`src/rtl/fe_mem_pkg.sv`:
```
package fe_mem_pkg;
  typedef enum logic [2:0] {
    OP_LD      = 3'd0,
    OP_ST      = 3'd1,
    OP_SYNC_LD = 3'd2,
    OP_SYNC_ST = 3'd3,
    OP_FUT_LD  = 3'd4,
    OP_CLR_LD  = 3'd5,
    OP_SET_ST  = 3'd6,
    OP_LD_ALT  = 3'd7
  } fe_op_e;

  function automatic logic fe_ok(input logic [2:0] op, input logic full);
    case (op)
      OP_SYNC_LD, OP_FUT_LD: fe_ok = full;
      OP_SYNC_ST:            fe_ok = !full;
      default:               fe_ok = 1'b1;
    endcase
  endfunction

  function automatic logic is_load(input logic [2:0] op);
    is_load = !(op == OP_ST || op == OP_SYNC_ST || op == OP_SET_ST);
  endfunction
endpackage

```
`src/rtl/fe_arbiter.sv`:
```
module fe_arbiter #(
  parameter int N = 2
) (
  input  logic         clk_i,
  input  logic         rst_ni,
  input  logic [N-1:0] req_i,
  output logic [N-1:0] grant_o
);
  always_comb begin
    grant_o = '0;
    for (int i = N - 1; i >= 0; i--) begin
      if (req_i[i]) grant_o = N'(1) << i;
    end
  end

  assert_one_grant_R10: assert property (@(posedge clk_i) disable iff (!rst_ni)
    $onehot0(grant_o));
  assert_grant_when_req_R10: assert property (@(posedge clk_i) disable iff (!rst_ni)
    (|req_i) |-> (|grant_o));
endmodule

```
`src/rtl/fe_txn_table.sv`:
```
module fe_txn_table #(
  parameter int TW = 3,
  parameter int AW = 4,
  parameter int DW = 32,
  localparam int NT = 1 << TW
) (
  input  logic          clk_i,
  input  logic          rst_ni,
  input  logic          wr_en_i,
  input  logic [TW-1:0] wr_tag_i,
  input  logic [2:0]    wr_op_i,
  input  logic [AW-1:0] wr_addr_i,
  input  logic [DW-1:0] wr_data_i,
  input  logic          cmt_valid_i,
  input  logic [TW-1:0] cmt_tag_i,
  input  logic          sq_valid_i,
  input  logic [TW-1:0] sq_tag_i,
  output logic [NT-1:0] busy_o,
  output logic          cmt_en_o,
  output logic [2:0]    cmt_op_o,
  output logic [AW-1:0] cmt_addr_o,
  output logic [DW-1:0] cmt_data_o,
  output logic          sq_en_o,
  output logic [AW-1:0] sq_addr_o
);
  logic [NT-1:0] vld_q;
  logic [2:0]    op_q   [NT];
  logic [AW-1:0] addr_q [NT];
  logic [DW-1:0] data_q [NT];

  assign busy_o     = vld_q;
  assign sq_en_o    = sq_valid_i && vld_q[sq_tag_i];
  assign cmt_en_o   = cmt_valid_i && vld_q[cmt_tag_i] && !(sq_en_o && sq_tag_i == cmt_tag_i);
  assign cmt_op_o   = op_q[cmt_tag_i];
  assign cmt_addr_o = addr_q[cmt_tag_i];
  assign cmt_data_o = data_q[cmt_tag_i];
  assign sq_addr_o  = addr_q[sq_tag_i];

  always_ff @(posedge clk_i or negedge rst_ni) begin
    if (!rst_ni) begin
      vld_q <= '0;
      for (int i = 0; i < NT; i++) begin
        op_q[i]   <= '0;
        addr_q[i] <= '0;
        data_q[i] <= '0;
      end
    end else begin
      if (cmt_en_o) vld_q[cmt_tag_i] <= 1'b0;
      if (sq_en_o)  vld_q[sq_tag_i]  <= 1'b0;
      if (wr_en_i) begin
        vld_q[wr_tag_i]  <= 1'b1;
        op_q[wr_tag_i]   <= wr_op_i;
        addr_q[wr_tag_i] <= wr_addr_i;
        data_q[wr_tag_i] <= wr_data_i;
      end
    end
  end

  assert_no_double_alloc_R11: assert property (@(posedge clk_i) disable iff (!rst_ni)
    wr_en_i |-> !vld_q[wr_tag_i]);
  assert_sq_over_cmt_R8: assert property (@(posedge clk_i) disable iff (!rst_ni)
    (sq_en_o && cmt_valid_i && cmt_tag_i == sq_tag_i) |-> !cmt_en_o);
endmodule

```
`src/rtl/fe_word_store.sv`:
```
module fe_word_store
  import fe_mem_pkg::*;
#(
  parameter int DEPTH = 16,
  parameter int DW    = 32,
  localparam int AW   = $clog2(DEPTH)
) (
  input  logic             clk_i,
  input  logic             rst_ni,
  input  logic             lock_en_i,
  input  logic [AW-1:0]    lock_addr_i,
  input  logic             cmt_en_i,
  input  logic [2:0]       cmt_op_i,
  input  logic [AW-1:0]    cmt_addr_i,
  input  logic [DW-1:0]    cmt_data_i,
  input  logic             rel_en_i,
  input  logic [AW-1:0]    rel_addr_i,
  output logic [DEPTH-1:0] full_o,
  output logic [DEPTH-1:0] lock_o,
  output logic [DW-1:0]    rd_data_o
);
  logic [DW-1:0] mem_q [DEPTH];

  assign rd_data_o = mem_q[cmt_addr_i];

  always_ff @(posedge clk_i or negedge rst_ni) begin
    if (!rst_ni) begin
      full_o <= '0;
      lock_o <= '0;
      for (int i = 0; i < DEPTH; i++) mem_q[i] <= '0;
    end else begin
      if (rel_en_i) lock_o[rel_addr_i] <= 1'b0;
      if (cmt_en_i) begin
        lock_o[cmt_addr_i] <= 1'b0;
        case (cmt_op_i)
          OP_ST:      mem_q[cmt_addr_i] <= cmt_data_i;
          OP_SYNC_LD,
          OP_CLR_LD:  full_o[cmt_addr_i] <= 1'b0;
          OP_SYNC_ST,
          OP_SET_ST: begin
            mem_q[cmt_addr_i]  <= cmt_data_i;
            full_o[cmt_addr_i] <= 1'b1;
          end
          default: ;
        endcase
      end
      if (lock_en_i) lock_o[lock_addr_i] <= 1'b1;
    end
  end

  assert_tag_only_at_commit_R7: assert property (@(posedge clk_i) disable iff (!rst_ni)
    !cmt_en_i |=> $stable(full_o));
  assert_sync_ld_empties_R1: assert property (@(posedge clk_i) disable iff (!rst_ni)
    (cmt_en_i && cmt_op_i == OP_SYNC_LD) |=> !full_o[$past(cmt_addr_i)]);
  assert_sync_st_fills_R2: assert property (@(posedge clk_i) disable iff (!rst_ni)
    (cmt_en_i && cmt_op_i == OP_SYNC_ST) |=> full_o[$past(cmt_addr_i)]);
  assert_commit_unlocks_R6: assert property (@(posedge clk_i) disable iff (!rst_ni)
    cmt_en_i |=> !lock_o[$past(cmt_addr_i)]);
  assert_squash_unlocks_R8: assert property (@(posedge clk_i) disable iff (!rst_ni)
    rel_en_i |=> !lock_o[$past(rel_addr_i)]);
endmodule

```
`src/rtl/fe_sync_mem.sv`:
```
module fe_sync_mem
  import fe_mem_pkg::*;
#(
  parameter int NPORTS = 2,
  parameter int DEPTH  = 16,
  parameter int DW     = 32,
  parameter int TW     = 3,
  localparam int AW    = $clog2(DEPTH),
  localparam int NT    = 1 << TW
) (
  input  logic                 clk_i,
  input  logic                 rst_ni,
  input  logic [NPORTS-1:0]    iss_valid_i,
  input  logic [NPORTS*3-1:0]  iss_op_i,
  input  logic [NPORTS*AW-1:0] iss_addr_i,
  input  logic [NPORTS*DW-1:0] iss_data_i,
  input  logic [NPORTS*TW-1:0] iss_tag_i,
  output logic [NPORTS-1:0]    stall_o,
  input  logic                 cmt_valid_i,
  input  logic [TW-1:0]        cmt_tag_i,
  input  logic                 sq_valid_i,
  input  logic [TW-1:0]        sq_tag_i,
  output logic                 rd_valid_o,
  output logic [TW-1:0]        rd_tag_o,
  output logic [DW-1:0]        rd_data_o
);
  logic [NPORTS-1:0] elig, grant;
  logic [DEPTH-1:0]  full, lock;
  logic [NT-1:0]     busy;
  logic              iss_en;
  logic [2:0]        sel_op;
  logic [AW-1:0]     sel_addr;
  logic [DW-1:0]     sel_data;
  logic [TW-1:0]     sel_tag;
  logic              cmt_en, sq_en;
  logic [2:0]        cmt_op;
  logic [AW-1:0]     cmt_addr, sq_addr;
  logic [DW-1:0]     cmt_data, mem_rd;

  for (genvar p = 0; p < NPORTS; p++) begin : g_port
    logic [2:0]    op;
    logic [AW-1:0] addr;
    logic [TW-1:0] tag;
    assign op   = iss_op_i[p*3 +: 3];
    assign addr = iss_addr_i[p*AW +: AW];
    assign tag  = iss_tag_i[p*TW +: TW];
    assign elig[p] = iss_valid_i[p] && !lock[addr] && !busy[tag] && fe_ok(op, full[addr]);
    assign stall_o[p] = iss_valid_i[p] && !grant[p];
  end

  fe_arbiter #(.N(NPORTS)) u_arb (
    .clk_i, .rst_ni, .req_i(elig), .grant_o(grant)
  );

  always_comb begin
    sel_op = '0; sel_addr = '0; sel_data = '0; sel_tag = '0;
    for (int p = 0; p < NPORTS; p++) begin
      if (grant[p]) begin
        sel_op   = iss_op_i[p*3 +: 3];
        sel_addr = iss_addr_i[p*AW +: AW];
        sel_data = iss_data_i[p*DW +: DW];
        sel_tag  = iss_tag_i[p*TW +: TW];
      end
    end
  end
  assign iss_en = |grant;

  fe_txn_table #(.TW(TW), .AW(AW), .DW(DW)) u_tbl (
    .clk_i, .rst_ni,
    .wr_en_i(iss_en), .wr_tag_i(sel_tag), .wr_op_i(sel_op),
    .wr_addr_i(sel_addr), .wr_data_i(sel_data),
    .cmt_valid_i, .cmt_tag_i, .sq_valid_i, .sq_tag_i,
    .busy_o(busy), .cmt_en_o(cmt_en), .cmt_op_o(cmt_op),
    .cmt_addr_o(cmt_addr), .cmt_data_o(cmt_data),
    .sq_en_o(sq_en), .sq_addr_o(sq_addr)
  );

  fe_word_store #(.DEPTH(DEPTH), .DW(DW)) u_store (
    .clk_i, .rst_ni,
    .lock_en_i(iss_en), .lock_addr_i(sel_addr),
    .cmt_en_i(cmt_en), .cmt_op_i(cmt_op), .cmt_addr_i(cmt_addr), .cmt_data_i(cmt_data),
    .rel_en_i(sq_en), .rel_addr_i(sq_addr),
    .full_o(full), .lock_o(lock), .rd_data_o(mem_rd)
  );

  always_ff @(posedge clk_i or negedge rst_ni) begin
    if (!rst_ni) begin
      rd_valid_o <= 1'b0;
      rd_tag_o   <= '0;
      rd_data_o  <= '0;
    end else begin
      rd_valid_o <= cmt_en && is_load(cmt_op);
      if (cmt_en && is_load(cmt_op)) begin
        rd_tag_o  <= cmt_tag_i;
        rd_data_o <= mem_rd;
      end
    end
  end

  assert_issue_locks_R6: assert property (@(posedge clk_i) disable iff (!rst_ni)
    iss_en |=> lock[$past(sel_addr)]);
  assert_result_after_commit_R7: assert property (@(posedge clk_i) disable iff (!rst_ni)
    rd_valid_o |-> $past(cmt_valid_i));
  assert_grant_unlocked_R6: assert property (@(posedge clk_i) disable iff (!rst_ni)
    $rose(lock[sel_addr]) |-> $past(iss_en));
endmodule

```
`config.mk`:
```
export PLATFORM = sky130hd
export DESIGN_NAME = fe_sync_mem
export DESIGN_NICKNAME = d
export VERILOG_FILES = /design/src/rtl/fe_mem_pkg.sv /design/src/rtl/fe_arbiter.sv /design/src/rtl/fe_txn_table.sv /design/src/rtl/fe_word_store.sv /design/src/rtl/fe_sync_mem.sv
export SDC_FILE = /design/constraint.sdc
export NUM_CORES = 2
export LEC_CHECK = 0
export BUFFER_PORTS_ARGS = -buffer_cell sky130_fd_sc_hd__buf_2
export CAP_MARGIN = 20
export CORE_UTILIZATION = 43
export CTS_CLUSTER_SIZE = 24
export DETAILED_ROUTE_END_ITERATION = 6
export PLACE_DENSITY_LB_ADDON = 0.08
export REMOVE_ABC_BUFFERS = 1
export SYNTH_ARGS = -nofsm -noshare
export SYNTH_HDL_FRONTEND = slang
export SYNTH_SLANG_ARGS = --single-unit
```
`constraint.sdc`:
```
create_clock -name clk_i -period 5.22 [get_ports clk_i]
set_input_delay 0.783 -clock clk_i [delete_from_list [all_inputs] [get_ports clk_i]]
set_output_delay 0.783 -clock clk_i [all_outputs]
set_load 0.03 [all_outputs]
```
# Yosys cells after proc, flatten, opt, wreduce, memory -nomap -nowiden
# Cells that the tools add are included.
# W data, S select, Z words.
dict set report classes {
  bitwise 16
  reduce_logical 42
  n_lt_le_gt_ge 22
  muxes 74
  eq_ne 12
}
# operator count
set ops {}
lappend ops {{$bwmux W512} 1}
lappend ops {{$bwmux W256} 1}
lappend ops {{$mux W32} 8}
lappend ops {{$bmux W32 S4} 1}
lappend ops {{$demux W32 S4} 1}
lappend ops {{$bmux W32 S3} 1}
lappend ops {{$demux W32 S3} 1}
lappend ops {{$and A16 B16 Y16} 3}
lappend ops {{$mux W16} 3}
lappend ops {{$bwmux W32} 1}
lappend ops {{$not A16 Y16} 2}
lappend ops {{$or A16 B16 Y16} 2}
lappend ops {{$pmux W16 S2} 1}
lappend ops {{$mux W4} 7}
lappend ops {{$lt A4 B5 Y1 const B} 5}
lappend ops {{$bmux W4 S3} 2}
lappend ops {{$bwmux W24} 1}
lappend ops {{$mux W8} 3}
lappend ops {{$logic_and A1 B1 Y1} 21}
lappend ops {{$mux W3} 7}
lappend ops {{$lt A3 B4 Y1 const B} 5}
lappend ops {{$eq A3 B2 Y1 const B} 6}
lappend ops {{$and A8 B8 Y8} 2}
lappend ops {{$bmux W1 S4} 4}
lappend ops {{other kinds (28)} 77}
dict set report word_totals {
  input_bits 96
  register_bits 900
  word_cells 212
  output_inout_bits 38
}

# Logic depth before layout (Yosys ltp)
dict set report depth {
  depth_word 16
  depth_mapped 12
  mapped_depth_nobuf 7
}

# Cells and area by module
# A second synthesis with hierarchy kept.
dict set report hier_totals {
  cells_unflattened 2906
  area_unflattened_um2 42236.8
}
# module seq_area_each_um2 cells_per_inst area_each_um2 n_inst
set modules_own_cells {}
lappend modules_own_cells {fe_word_store 13613.1 1553 24896.4 1}
lappend modules_own_cells {fe_txn_table 8007.7 1083 14764.2 1}
lappend modules_own_cells {fe_sync_mem 900.9 268 2555.0 1}
lappend modules_own_cells {fe_arbiter 0.0 2 21.3 1}

# Worst setup path before layout
# Ideal clock, no wire load.
dict set report synth_path {
  path_type {input port to output port}
  start {input iss_addr_i[5]}
  end {output stall_o[1]}
  t_arrival_ns 3.617
  setup_slack_ns 0.820
  stages 9
  cell_sequence {buf_2 mux4_2 mux4_2 nor4b_2 a211oi_2 buf_2 buf_2 buf_1 a21boi_0}
}
dict set report synth_between {
  elab_chain_len 10
  elab_cells_between_ends 14
}
# element line_no
set synth_rtl {}
lappend synth_rtl {{start: declaration} fe_sync_mem.sv:15} ;# input logic [NPORTS*AW-1:0] iss_addr_i,
lappend synth_rtl {{branches (longest 5 deep; another with $bmux W1 S4)} n/a}
lappend synth_rtl {{$logic_and A1 B1 Y1 (*)} fe_sync_mem.sv:47} ;# assign elig[p] = iss_valid_i[p] && !lock[addr] && !busy[tag] && fe_ok(op, full[addr]);
lappend synth_rtl {{$mux W2 (*) (2 in series)} fe_arbiter.sv:12} ;# if (req_i[i]) grant_o = N'(1) << i;
lappend synth_rtl {{$logic_not A1 Y1 (*)} fe_sync_mem.sv:48} ;# assign stall_o[p] = iss_valid_i[p] && !grant[p];
lappend synth_rtl {{$logic_and A1 B1 Y1 (*)} fe_sync_mem.sv:48}
lappend synth_rtl {{end: declaration} fe_sync_mem.sv:18} ;# output logic [NPORTS-1:0] stall_o,
# Every way passes the cells marked *. The select of a mux whose other input is x is not followed.

# Final worst setup path
# Ends and elaborated chain as after synthesis.

==> qor.yml <==
worst_hold_path:
  hold_class: "input pin to async pin"
worst_setup_path:
  cp_max_fo: 17
  crit_path_start_kind: "input pin"
  path_cells: "buf_2 > mux4_2 > mux4_2 > nor4b_2 > a211oi_4 > buf_4 > a21boi_0 > buf_2"
  cp_slowest_stage_delay_ns: 0.57
  rrSetupSlack_ns: 1.53
  path_buf_inv: 3
  cp-startpoint: "iss_addr_i[5]"
  critical_path_class: "input pin to output port"
  critPathRequiredTime_ns: 4.44
  r2r_cells: 8
  arrival_ns: 3.23
  reg2reg_to: "u_store.mem_q[472]"
  critPathTopFamily: "multiplexers"
  cp_slowest_cell: "mux4_2"
  endpoint_kind: "output port"
  r2r-start: "u_tbl.addr_q[14]"
placement:
  gp_congestion: 0.846
  portBuffers: 133
  dp_slack_ns: 0.770
  dpl.hpwl_um: 69900
sta:
  fmax_ghz: 0.249
  hold_viol: 0
  worst_pin_slew_ns: 1.21
  rsz0062_at_grt: "false"
  finalCritPeriodShare: 0.769
  setup_viol: 0
  fin_skew_ns: 0.0240
  setup-tns-final_ns: 0
  min_period_ns: 4.01
  max_slew_margin: 0.192
  drv_slew: 0
  fin_ws_ns: 1.21
job:
  maxCapViolCount: 0
clock_network:
  numCtsBuffers: 99
  cts.reportedPaths.clkPinSlew_ns: 0.06
  postCtsSetupBuffers: 0
  cts_buffer_depth: 3
  cts.sinks: 900
  hold_buffers: 0
  cts_resized: 0
  cts_tree: "done"
  htree_levels: 3
  root_buffer: "clkbuf_16"
  clock_latency_ns: 0.68
die:
  initial_utilization: 0.434
  dieArea_um2: 98600
  die_y_um: 314
  coreArea_um2: 96600
  pin_count: 134
  num_rows: 114
  die_x_um: 314
synthesis:
  ys.flop_type: "dfrtp_1"
  async_flop_share: 1.00
  synth_area_leaders: "dfrtp_1, mux2_2, mux4_2"
  synth_top_area_cell: "dfrtp_1"
  ys_types: 62
  yosys_warnings: 0
  ys_ff_latch: 900
  seq_area_frac_synth: 0.538
  synth-edff-count: 0
  synth_top_area_frac: 0.538
  syn_area_per_cell_um2: 14.5
  netlist_area_um2: 41900
  syn_inst: 2890
layout:
  area_delta_synth_final_pct: 14.0
  most-common-layout-cells: "dfrtp_1, mux2_2, mux4_2"
  final_common_cell: "dfrtp_1"
  nets: 3088
  drive_gt1_frac: 0.448
routing:
  drtAntennaViolNets: 0
  drc: 0
  vias: 26000
  drt-wirelength-per-cell_um: 27.2
  wl_um: 118000
  first_iter_violations: 1842
  viasPerCell: 5.99
  dr.pass1.iters: 5
global_route:
  first_global_vias: 28000
  grt_util_all_layers: 0.243
  grt_pass1_wl_um: 180000
  antenna_found_initial: 2
  grt_overflow: 0
  grt_start_max_net_pins: 133
power_and_ir_drop:
  p_per_area_nw_per_um2: 428
  p_leak_nw: 22.8
  ir_worst_vdd_mv: 0.260
  finalPower_mw: 20.4
status:
  outcome: "finished clean"
-- metrics by stage --
step	hold slack [ns]	cell area, um^2	util	instances
CTS	0.180	47700	0.494	4334
floorplan	0.450	40800	-	2657
global placement	0.454	44500	0.461	4167
detailed placement	0.461	44500	0.461	4167
finish	0.187	47700	0.494	4337
global route	0.236	47700	0.494	4335
-- worst max path at each step --
stage	to	slack, ns	cells past startpoint
floorplan	u_store.mem_q[256]	-4.89	6
global placement	u_store.mem_q[449]	0.81	9
detailed placement	u_store.mem_q[448]	0.77	9
CTS	stall_o[1]	1.20	8
global route	stall_o[1]	1.09	8
finish	stall_o[1]	1.21	8
-- sequential cells by signal (all words and copies together), names as in the netlist, 3 cells and up, named ones only --
name	flops
u_tbl.busy_o	8
u_tbl.addr_q	32
u_tbl.data_q	256
rd_tag_o	3
rd_data_o	32
u_store.lock_o	16
u_tbl.op_q	24
u_store.mem_q	512
-- power by group --
group | internal, mW | total [mW] | switching (mW)
registers | 8.14 | 8.81 | 0.672
logic | 2.00 | 4.69 | 2.69
clock network | 4.11 | 6.92 | 2.82
-- cells in the mapped netlist (4+ instances only) --
cell type  instances
a221oi_1          26
or3b_2             4
mux2i_2           38
clkbuf_1          95
nand4b_1           8
inv_1             47
xnor2_1            7
a21oi_1           40
buf_2            106
dfrtp_1          900
o21ai_0            8
nor2_1            31
nand2b_1          12
buf_4             16
buf_1             11
a221o_1            8
nand3_1           54
o221ai_1          10
or3_1              7
mux4_2           160
a21o_1            33
nand3b_1           9
a22o_1            25
nor2b_1            7
mux2_1           105
and2_1            12
o211ai_1          25
nand4_1           18
a22oi_1          151
mux2_2           741
mux2i_1           23
buf_6              5
nand2_1           88
nor3_1            20
-- area by class of cell --
| class | count | area, um^2 |
|---|---|---|
| Antenna cell | 3 | 7.51 |
| Clock buffer | 148 | 2940 |
| Clock inverter | 19 | 274 |
| Fill cell | 8195 | 48800 |
| Inverter | 48 | 180 |
| Multi-Input combinational cell | 1709 | 18300 |
| Sequential cell | 900 | 22500 |
| Tap cell | 1276 | 1600 |
| Timing Repair Buffer | 234 | 1880 |
-- layer usage --
metal,track usage,routed length [um]
met1,0.337,52700
met2,0.399,57400
met3,0.0336,5230
met4,0.0723,2800
met5,0,0
-- cell families (layout without fill, tap and decap cells) --
kind of cell,count (synthesis),count (layout),synth area share
AO/OA/AOI/OAI,342,342,0.0614
XOR/XNOR,7,7,0.00146
buffers and inverters,281,449,0.0307
flip-flops,900,900,0.538
multiplexers,1068,1068,0.332
other,0,3,0
AND/OR/NAND/NOR,292,292,0.0364
No activity file was read; power rests on OpenSTA's default activity.
